<file path="src/rtl/nbl_pkg.sv">
// Shared types for the node boot loader.
// Assumes 16-bit command words with a 4-bit opcode field at the top.
package nbl_pkg;
    typedef enum logic [2:0] {
        ST_SCAN = 3'd0,
        ST_LOAD = 3'd1,
        ST_RUN  = 3'd2,
        ST_ERR  = 3'd3,
        ST_DBG  = 3'd4
    } nbl_status_e;

    typedef enum logic [2:0] {
        F_SCAN, F_CMD, F_ADDR, F_MEM, F_FWD, F_RUN
    } nbl_fsm_e;

    localparam int OPW = 4;
    localparam logic [OPW-1:0] OP_MEM   = 4'd1;
    localparam logic [OPW-1:0] OP_LEFT  = 4'd2;
    localparam logic [OPW-1:0] OP_RIGHT = 4'd3;
    localparam logic [OPW-1:0] OP_RUN   = 4'd4;
    localparam logic [OPW-1:0] OP_DBG   = 4'd5;
endpackage

</file>
<file path="src/rtl/nbl_sync_detect.sv">
// Finds channels that present the sync word this cycle and picks the
// lowest-numbered one. Purely combinational; assumes NUM_CH >= 1.
module nbl_sync_detect #(
    parameter int NUM_CH = 4,
    parameter int DW = 16,
    parameter int IW = 2,
    parameter logic [DW-1:0] SYNC = 16'hB007
) (
    input  logic [NUM_CH*DW-1:0] in_data,
    input  logic [NUM_CH-1:0]    in_valid,
    output logic                 hit,
    output logic [IW-1:0]        hit_idx
);
    logic [NUM_CH-1:0] match;

    // Per-channel comparison against the sync word.
    for (genvar k = 0; k < NUM_CH; k++) begin : g_cmp
        assign match[k] = in_valid[k] && (in_data[k*DW +: DW] == SYNC);
    end

    // Fixed priority: the lowest index is scanned last and so wins.
    always_comb begin
        hit_idx = '0;
        for (int k = NUM_CH - 1; k >= 0; k--) begin
            if (match[k]) hit_idx = IW'(k);
        end
        hit = |match;
    end
endmodule

</file>
<file path="src/rtl/nbl_chan_mux.sv">
// Selects the locked channel's word and routes ready back to it.
// While scanning all channels are drained; otherwise only the locked one
// may see ready.
module nbl_chan_mux #(
    parameter int NUM_CH = 4,
    parameter int DW = 16,
    parameter int IW = 2
) (
    input  logic [NUM_CH*DW-1:0] in_data,
    input  logic [NUM_CH-1:0]    in_valid,
    input  logic [IW-1:0]        sel_idx,
    input  logic                 scan_all,
    input  logic                 lock_en,
    input  logic                 sel_ready,
    output logic [NUM_CH-1:0]    in_ready,
    output logic [DW-1:0]        sel_data,
    output logic                 sel_valid
);
    // Ready fan-out: everything while scanning, the locked channel otherwise.
    for (genvar k = 0; k < NUM_CH; k++) begin : g_rdy
        assign in_ready[k] = scan_all ||
                             (lock_en && (sel_idx == IW'(k)) && sel_ready);
    end

    // Word and valid of the locked channel.
    always_comb begin
        sel_data  = '0;
        sel_valid = 1'b0;
        for (int k = 0; k < NUM_CH; k++) begin
            if (sel_idx == IW'(k)) begin
                sel_data  = in_data[k*DW +: DW];
                sel_valid = lock_en && in_valid[k];
            end
        end
    end
endmodule

</file>
<file path="src/rtl/nbl_cmd_fsm.sv">
// Command interpreter: locks a boot channel, decodes command words,
// writes memory, forwards payload and releases the core.
// Assumes DW > OPW and AW <= DW.
module nbl_cmd_fsm
    import nbl_pkg::*;
#(
    parameter int DW = 16,
    parameter int AW = 12,
    parameter int IW = 2
) (
    input  logic          clk,
    input  logic          rst_n,
    input  logic          hit,
    input  logic [IW-1:0] hit_idx,
    input  logic [DW-1:0] sel_data,
    input  logic          sel_valid,
    input  logic          left_ready,
    input  logic          right_ready,
    output logic          sel_ready,
    output logic          scan_all,
    output logic          lock_en,
    output logic [IW-1:0] lock_idx,
    output logic          imem_we,
    output logic [AW-1:0] imem_addr,
    output logic          left_valid,
    output logic          right_valid,
    output logic          core_run,
    output logic [2:0]    status
);
    localparam int CW = DW - OPW;

    nbl_fsm_e       state;
    logic [CW-1:0]  rem;
    logic [AW-1:0]  addr_q;
    logic           fwd_right;
    logic           acc;
    logic [OPW-1:0] op;
    logic [CW-1:0]  cnt;

    assign op        = sel_data[DW-1 -: OPW];
    assign cnt       = sel_data[CW-1:0];
    assign imem_addr = addr_q;

    // Handshake and output strobes decoded from the current state.
    always_comb begin
        scan_all    = (state == F_SCAN);
        lock_en     = (state == F_CMD) || (state == F_ADDR) ||
                      (state == F_MEM) || (state == F_FWD);
        unique case (state)
            F_CMD, F_ADDR, F_MEM: sel_ready = 1'b1;
            F_FWD:                sel_ready = fwd_right ? right_ready : left_ready;
            default:              sel_ready = 1'b0;
        endcase
        acc         = sel_valid && sel_ready;
        imem_we     = (state == F_MEM) && sel_valid;
        left_valid  = (state == F_FWD) && !fwd_right && sel_valid;
        right_valid = (state == F_FWD) && fwd_right && sel_valid;
    end

    // Sequencer: frame lock, command decode and payload counting.
    always_ff @(posedge clk) begin
        if (!rst_n) begin
            state     <= F_SCAN;
            status    <= ST_SCAN;
            lock_idx  <= '0;
            rem       <= '0;
            addr_q    <= '0;
            fwd_right <= 1'b0;
            core_run  <= 1'b0;
        end else begin
            unique case (state)
                F_SCAN: if (hit) begin
                    lock_idx <= hit_idx;
                    state    <= F_CMD;
                    status   <= ST_LOAD;
                end
                F_CMD: if (acc) begin
                    rem <= cnt;
                    unique case (op)
                        OP_MEM:   state <= (cnt == '0) ? F_CMD : F_ADDR;
                        OP_LEFT, OP_RIGHT: begin
                            fwd_right <= (op == OP_RIGHT);
                            state     <= (cnt == '0) ? F_CMD : F_FWD;
                        end
                        OP_RUN: begin
                            core_run <= 1'b1;
                            status   <= ST_RUN;
                            state    <= F_RUN;
                        end
                        OP_DBG: begin
                            status <= ST_DBG;
                            state  <= F_SCAN;
                        end
                        default: begin
                            status <= ST_ERR;
                            state  <= F_SCAN;
                        end
                    endcase
                end
                F_ADDR: if (acc) begin
                    addr_q <= sel_data[AW-1:0];
                    rem    <= rem - 1'b1;
                    state  <= (rem == CW'(1)) ? F_CMD : F_MEM;
                end
                F_MEM: if (acc) begin
                    addr_q <= addr_q + 1'b1;
                    rem    <= rem - 1'b1;
                    if (rem == CW'(1)) state <= F_CMD;
                end
                F_FWD: if (acc) begin
                    rem <= rem - 1'b1;
                    if (rem == CW'(1)) state <= F_CMD;
                end
                default: state <= F_RUN;
            endcase
        end
    end
endmodule

</file>
<file path="src/rtl/nbl_node_loader.sv">
// Top of the node boot loader: sync detection, channel selection and the
// command interpreter. Payload words pass straight from the locked channel
// to memory or a neighbour, so ready is combinational from the neighbour.
module nbl_node_loader #(
    parameter int NUM_CH = 4,
    parameter int DW = 16,
    parameter int AW = 12,
    parameter logic [DW-1:0] SYNC = 16'hB007
) (
    input  logic                 clk,
    input  logic                 rst_n,
    input  logic [NUM_CH*DW-1:0] in_data,
    input  logic [NUM_CH-1:0]    in_valid,
    output logic [NUM_CH-1:0]    in_ready,
    output logic [DW-1:0]        left_data,
    output logic                 left_valid,
    input  logic                 left_ready,
    output logic [DW-1:0]        right_data,
    output logic                 right_valid,
    input  logic                 right_ready,
    output logic                 imem_we,
    output logic [AW-1:0]        imem_addr,
    output logic [DW-1:0]        imem_wdata,
    output logic                 core_run,
    output logic [2:0]           status
);
    localparam int IW = (NUM_CH > 1) ? $clog2(NUM_CH) : 1;

    logic          hit;
    logic [IW-1:0] hit_idx;
    logic [IW-1:0] lock_idx;
    logic          scan_all;
    logic          lock_en;
    logic          sel_ready;
    logic          sel_valid;
    logic [DW-1:0] sel_data;

    nbl_sync_detect #(.NUM_CH(NUM_CH), .DW(DW), .IW(IW), .SYNC(SYNC)) u_sync (
        .in_data (in_data),
        .in_valid(in_valid),
        .hit     (hit),
        .hit_idx (hit_idx)
    );

    nbl_chan_mux #(.NUM_CH(NUM_CH), .DW(DW), .IW(IW)) u_mux (
        .in_data  (in_data),
        .in_valid (in_valid),
        .sel_idx  (lock_idx),
        .scan_all (scan_all),
        .lock_en  (lock_en),
        .sel_ready(sel_ready),
        .in_ready (in_ready),
        .sel_data (sel_data),
        .sel_valid(sel_valid)
    );

    nbl_cmd_fsm #(.DW(DW), .AW(AW), .IW(IW)) u_fsm (
        .clk        (clk),
        .rst_n      (rst_n),
        .hit        (hit),
        .hit_idx    (hit_idx),
        .sel_data   (sel_data),
        .sel_valid  (sel_valid),
        .left_ready (left_ready),
        .right_ready(right_ready),
        .sel_ready  (sel_ready),
        .scan_all   (scan_all),
        .lock_en    (lock_en),
        .lock_idx   (lock_idx),
        .imem_we    (imem_we),
        .imem_addr  (imem_addr),
        .left_valid (left_valid),
        .right_valid(right_valid),
        .core_run   (core_run),
        .status     (status)
    );

    // Payload words go unchanged to every sink; strobes pick the one used.
    assign left_data  = sel_data;
    assign right_data = sel_data;
    assign imem_wdata = sel_data;
endmodule

</file>
<file path="config.mk">
export PLATFORM = sky130hd
export DESIGN_NAME = nbl_node_loader
export DESIGN_NICKNAME = d
export VERILOG_FILES = /design/src/rtl/nbl_pkg.sv /design/src/rtl/nbl_sync_detect.sv /design/src/rtl/nbl_chan_mux.sv /design/src/rtl/nbl_cmd_fsm.sv /design/src/rtl/nbl_node_loader.sv
export SDC_FILE = /design/constraint.sdc
export NUM_CORES = 1
export LEC_CHECK = 0
export BUFFER_PORTS_ARGS = -buffer_cell sky130_fd_sc_hd__buf_2
export CORE_MARGIN = 2
export CORE_UTILIZATION = 35
export DETAILED_ROUTE_END_ITERATION = 8
export GPL_TIMING_DRIVEN = 0
export PLACE_DENSITY_LB_ADDON = 0.05
export SYNTH_ARGS = -nofsm -noshare
export SYNTH_HDL_FRONTEND = slang
export SYNTH_SLANG_ARGS = --single-unit
</file>
<file path="constraint.sdc">
create_clock -name clk -period 3.6 [get_ports clk]
set_input_delay 0.36 -clock clk [delete_from_list [all_inputs] [get_ports clk]]
set_output_delay 0.36 -clock clk [all_outputs]
set_load 0.02 [all_outputs]
</file>
== Word-level counts from Yosys, hierarchy flattened ==
Cells that the tools add are included.

* Add/sub/neg operators: 2
* Equality and inequality tests: 25
* Multiplexer cells: 32
* Reduce and logical (&&, ||, !) cells: 49

{| class="wikitable"
|+ Operators with widths
! operator !! count
|-
| $eq 16x16->1 const B || 4
|-
| $mux 16 || 4
|-
| $pmux 12 s2 || 2
|-
| $mux 12 || 3
|-
| $logic_and 1x1->1 || 22
|-
| $mux 3 || 7
|-
| $pmux 3 s3 || 2
|-
| $add 12x1->12 const B || 1
|-
| $eq 12x1->1 const B || 1
|-
| $logic_not 12->1 || 1
|-
| $mux 2 || 6
|-
| $ne 2x1->1 const B || 6
|-
| $pmux 3 s4 || 1
|-
| $reduce_and 3->1 || 4
|-
| $sub 12x1->12 const B || 1
|-
| $reduce_or 3->1 || 3
|-
| $eq 4x2->1 const B || 2
|-
| $eq 4x3->1 const B || 2
|-
| $logic_or 1x1->1 || 7
|-
| $eq 3x2->1 const B || 2
|-
| $pmux 3 s2 || 1
|-
| $reduce_bool 2->1 || 3
|-
| $mux 1 || 5
|-
| $reduce_and 5->1 || 1
|-
| 14 further kinds || 17
|}

* Bits in registers: 34
* Input port bits: 72
* Output and inout bits: 71
* Logic and storage cells: 115

== Depth between registers and ports, before layout ==
* Depth after elaboration: 12
* Gate-level depth with buffers: 8
* Mapped depth without buffers: 7

== By module ==
A second synthesis with hierarchy kept.

* Cell total of the unflattened synthesis: 371
* Area total of the unflattened synthesis: 3041.7 sq um

{| class="wikitable"
|+ By module, submodules not included
! module !! times used !! cells each !! area an instance (sq um) !! sequential area each (sq um)
|-
| nbl_cmd_fsm || 1 || 277 || 2094.5 || 680.7
|-
| nbl_chan_mux || 1 || 29 || 461.7 || 0.0
|-
| nbl_sync_detect || 1 || 33 || 245.2 || 0.0
|-
| nbl_node_loader || 1 || 32 || 240.2 || 0.0
|}

== Least setup slack after synthesis ==
OpenSTA, ideal clock, no wires.

* Path type: register to register
* From: register u_fsm.lock_idx[0]
* To: register u_fsm.state[1]
* Setup time: 121 ps
* Arrival: 1991 ps
* Data required time: 3479 ps
* Setup slack: 1489 ps
* Stages on the path, launching flop included: 8
* Buffers on the path: 1
* Period minus slack after synthesis: 2111 ps
* Path through: dfxtp_1 > buf_2 > mux4_1 > nor4_1 > and3_1 > nor4b_1 > o2111ai_1 > nand2_1

* Cells in the longest elaborated chain, start to end: 10
* Elaborated cells on any way between the ends: 27
* Those cells by class: 10 x eq/ne; 12 x mux; 5 x reduce/logical

{| class="wikitable"
|+ Ends and longest elaborated chain
! element !! RTL line !! RTL
|-
| start: declaration || nbl_cmd_fsm.sv:22 || <nowiki>output logic [IW-1:0] lock_idx,</nowiki>
|-
| start signal: assignment || nbl_cmd_fsm.sv:73 || <nowiki>lock_idx <= hit_idx;</nowiki>
|-
| $logic_not 2->1 || nbl_chan_mux.sv:30 || <nowiki>if (sel_idx == IW'(k)) begin</nowiki>
|-
| $mux 16 (3 in a row) || nbl_chan_mux.sv:30 ||
|-
| $mux 16 * || nbl_chan_mux.sv:30 ||
|-
| via imem_wdata[5] || nbl_node_loader.sv:23 || <nowiki>output logic [DW-1:0] imem_wdata,</nowiki>
|-
| $logic_not 12->1 * || nbl_cmd_fsm.sv:80 || <nowiki>OP_MEM: state <= (cnt == '0) ? F_CMD : F_ADDR;</nowiki>
|-
| $mux 2 * || nbl_cmd_fsm.sv:80 ||
|-
| $pmux 3 s3 * || nbl_cmd_fsm.sv:79 || <nowiki>unique case (op)</nowiki>
|-
| $mux 3 * || nbl_cmd_fsm.sv:77 || <nowiki>F_CMD: if (acc) begin</nowiki>
|-
| $pmux 3 s4 * || nbl_cmd_fsm.sv:71 || <nowiki>unique case (state)</nowiki>
|-
| end signal: assignment || nbl_cmd_fsm.sv:80 ||
|-
| end signal: assignment || nbl_cmd_fsm.sv:83 || <nowiki>state <= (cnt == '0) ? F_CMD : F_FWD;</nowiki>
|-
| end signal: assignment || nbl_cmd_fsm.sv:103 || <nowiki>state <= (rem == CW'(1)) ? F_CMD : F_MEM;</nowiki>
|-
| end: declaration || nbl_cmd_fsm.sv:32 || <nowiki>nbl_fsm_e state;</nowiki>
|}

Mark *: on every way through the listed nets, which the timed path passes. The rest lies on a longest branch. The select of a mux whose other input is x is not followed.
A chain may end at the register's enable or synchronous reset.

== Worst setup path after layout ==
* From: register u_fsm.state[1]
* To: output port in_ready[2]

* Cells in the longest elaborated chain, start to end: 7
* Elaborated cells on any way between the ends: 13
* Those cells by class: 4 x eq/ne; 1 x mux; 8 x reduce/logical

{| class="wikitable"
|+ Ends and longest elaborated chain
! element !! RTL line !! RTL
|-
| branches (longest 6 deep; another with $eq 3x2->1) || -- ||
|-
| $logic_or 1x1->1 * || nbl_chan_mux.sv:21 || <nowiki>assign in_ready[k] = scan_all ||</nowiki>
|-
| end: declaration || nbl_node_loader.sv:14 || <nowiki>output logic [NUM_CH-1:0] in_ready,</nowiki>
|}

Every way passes the cells marked *.

==> impl_metrics.json <==
{
  "outcome": "finished, final reports clean",
  "vdd_ir_drop_max_uv": 111,
  "cts_root_buf": "clkbuf_8",
  "n_fill_cell": 872,
  "netlist.area_leader.share_pct": 22.8,
  "h-tree-depth": 2,
  "vias": 3488,
  "setup_tns_ps": 0,
  "drtIter0Drc": 225,
  "grt.total_usage_pct": 23.8,
  "post-cts-setup-buffers": 0,
  "path_clk_slew_ps": 70,
  "hpwl_mm": 8.51,
  "critPathMaxStageDelay_ps": 520,
  "fmax_mhz": 403,
  "area_growth_pct": 31.0,
  "ys_seq_area_share_pct": 22.8,
  "path_cells": "clkbuf_1 -> or3b_2 -> o21ai_2 -> nand2b_1 -> o21ai_0 -> buf_2",
  "io_pins": 143,
  "grt_pass1_wl_mm": 16.9,
  "syn_inst": 373,
  "wirelength_mm": 10.8,
  "finalCritPeriodShare_pct": 68.9,
  "coreArea_mm2": 0.00826,
  "first_global_vias": 3284,
  "via_per_inst": 5.57,
  "io_buffers": 142,
  "cts_resized": 0,
  "holdBufCountCts": 0,
  "cts_made_buffers": 5,
  "diodes": 0,
  "worst_pin_slew_ps": 669,
  "startpoint_type": "flop",
  "synth_area_per_cell_um2": 8.01,
  "leakage_nw": 1.64,
  "yosys.area.top_type": "dfxtp_1",
  "die_x_um": 96.4,
  "min_path_type": "primary input to flop",
  "crit_path_end_kind": "primary output",
  "drc": 0,
  "cts.sinks": 34,
  "r2r_start": "u_fsm.lock_idx[0]",
  "synth_cell_type_count": 57,
  "final_hold_viol_count": 0,
  "place_area_mm2": 0.00383,
  "fin_worst_skew_ps": 5.40,
  "synth_area_leaders": "dfxtp_1, mux4_2, buf_4",
  "grt_max_degree": 11,
  "die_y_um": 96.4,
  "routabilityCongestion": 0.886,
  "synth_edf_count": 0,
  "synth_flop_cell": "dfxtp_1",
  "synthesis.nets": 448,
  "cap_violations": 0,
  "critPathTopFamily": "simple AND/OR/NAND/NOR gates",
  "whs_endpoint": "u_fsm.status[0]",
  "final_nets": 597,
  "drive_above_1_share_pct": 40.5,
  "first_pass_iters": 5,
  "fin_area_mm2": 0.00391,
  "reg2reg_depth": 7,
  "crit_type": "flop to primary output",
  "cpMaxStageDelayCell": "or3b_2",
  "cts_buffer_depth": 2,
  "cts_tree": "built",
  "crit_required_ps": 3240,
  "start_util_pct": 36.2,
  "clkLatencyLatePin_ps": 280,
  "ys_ff_latch": 34,
  "slew_headroom_pct": 55.4,
  "worstPathMaxFanout": 9,
  "timing.rr.end": "u_fsm.state[1]",
  "r2r_setup_slack_ps": 1250,
  "path_buf_inv": 2,
  "rows": 33,
  "synthArstFlopShare_pct": 0,
  "drv_slew": 0,
  "wl_per_cell_um": 17.2,
  "hold_start": "rst_n",
  "min_period_ps": 2480,
  "hold_path_depth": 3,
  "die_area_mm2": 0.00929,
  "ant_nets": 0,
  "syn_area_mm2": 0.00299,
  "antenna_found_initial": 0,
  "ys_warn_count": 0,
  "finalSetupViolCount": 0,
  "critical_path_arrival_ps": 2120,
  "p_per_area_mw_per_mm2": 265,
  "gr-total-overflow": 0,
  "fin_util_pct": 47.4,
  "rsz0062_at_grt": "no"
}
layout make-up:
| cell class | count | area [µm²] | share of cell area [%] |
|---|---|---|---|
| Tap cell | 105 | 131 | 3.36 |
| Clock buffer | 6 | 82.6 | 2.11 |
| Multi-Input combinational cell | 280 | 1950 | 49.9 |
| Buffer | 51 | 325 | 8.32 |
| Sequential cell | 34 | 681 | 17.4 |
| Timing Repair Buffer | 142 | 711 | 18.2 |
| Inverter | 8 | 30.0 | 0.768 |
worst max path at each step:
stage / start / endpoint / cells after the start
6_report: u_fsm.state[1] / in_ready[2] / 6
5_1_grt: u_fsm.state[1] / in_ready[2] / 6
4_1_cts: u_fsm.state[1] / in_ready[2] / 6
3_5_place_dp: in_data[9] / u_fsm.state[2] / 7
3_3_place_gp: in_data[9] / u_fsm.state[2] / 7
2_1_floorplan: u_fsm.lock_idx[0] / u_fsm.state[1] / 7
logic make-up (layout without fill, tap and decap cells):
family | after synthesis | count (layout) | synth area share, %
muxes | 22 | 22 | 14.7
AOI/OAI and AO/OA | 92 | 92 | 19.4
and+or+nand+nor | 162 | 162 | 29.6
buffers and inverters | 59 | 207 | 11.9
xor gates and xnor gates | 1 | 1 | 0.293
DFF | 34 | 34 | 22.8
adders and majority gates | 3 | 3 | 1.26
cell usage in the layout (no fill, tap or decap), types with 10 or more instances in the layout:
cell type,instances
a21oi_1,25
buf_4,33
o21ai_0,25
nand2_1,39
buf_2,144
clkbuf_1,13
nor3_1,14
dfxtp_1,34
nand3_1,11
nor4b_1,10
mux4_2,15
nor2_1,38
routing by layer:
| metal | GRT usage, % | wire, µm |
|---|---|---|
| met5 | 0 | 0 |
| met4 | 5.87 | 194 |
| met3 | 3.57 | 754 |
| met2 | 40.2 | 4970 |
| met1 | 31.9 | 4870 |
worst register-to-register path: cells and delay by family (launching register included):
| family | cells | cell delay (ps) |
|---|---|---|
| multiplexers | 1 | 810 |
| flip-flops | 1 | 350 |
| AO/OA/AOI/OAI | 1 | 190 |
| buffers and inverters | 1 | 280 |
| AND/OR/NAND/NOR | 4 | 600 |
through the flow:
step / hold WS [ps] / std cells / setup WS (ps) / total power, mW
floorplan: 453 / 373 / 1490 / 0.625
global placement: 447 / 620 / 1280 / 0.760
detailed placement: 453 / 620 / 1280 / 0.760
CTS: 378 / 626 / 1080 / 1.04
global route: 376 / 626 / 1010 / 1.10
finish: 382 / 626 / 1120 / 1.04
sequential cells by signal, indices dropped and copies added (netlist names):
name	count
u_fsm.core_run	1
u_fsm.lock_idx	2
u_fsm.state	3
u_fsm.status	3
u_fsm.fwd_right	1
u_fsm.imem_addr	12
u_fsm.rem	12
synthesized netlist by cell type (all sizes together), types with 3 or more instances:
cell type,count
nor2,38
o21ai,26
nand2b,3
a22oi,5
nor3,15
and4,3
nor4,7
nor2b,5
clkbuf,13
nand4b,3
and3,5
a31oi,5
mux4,17
ha,3
nand4,5
mux2i,5
a211oi,9
inv,8
o221a,3
nand3,11
o41ai,3
nand2,39
buf,38
dfxtp,34
o22ai,4
nor4b,12
a21oi,25
and2,4
report_power, final:
group,internal [mW],switching (mW)
clock network,0.148,0.134
registers,0.388,0.0101
logic,0.144,0.213
Power figures use the tool's default switching activity.
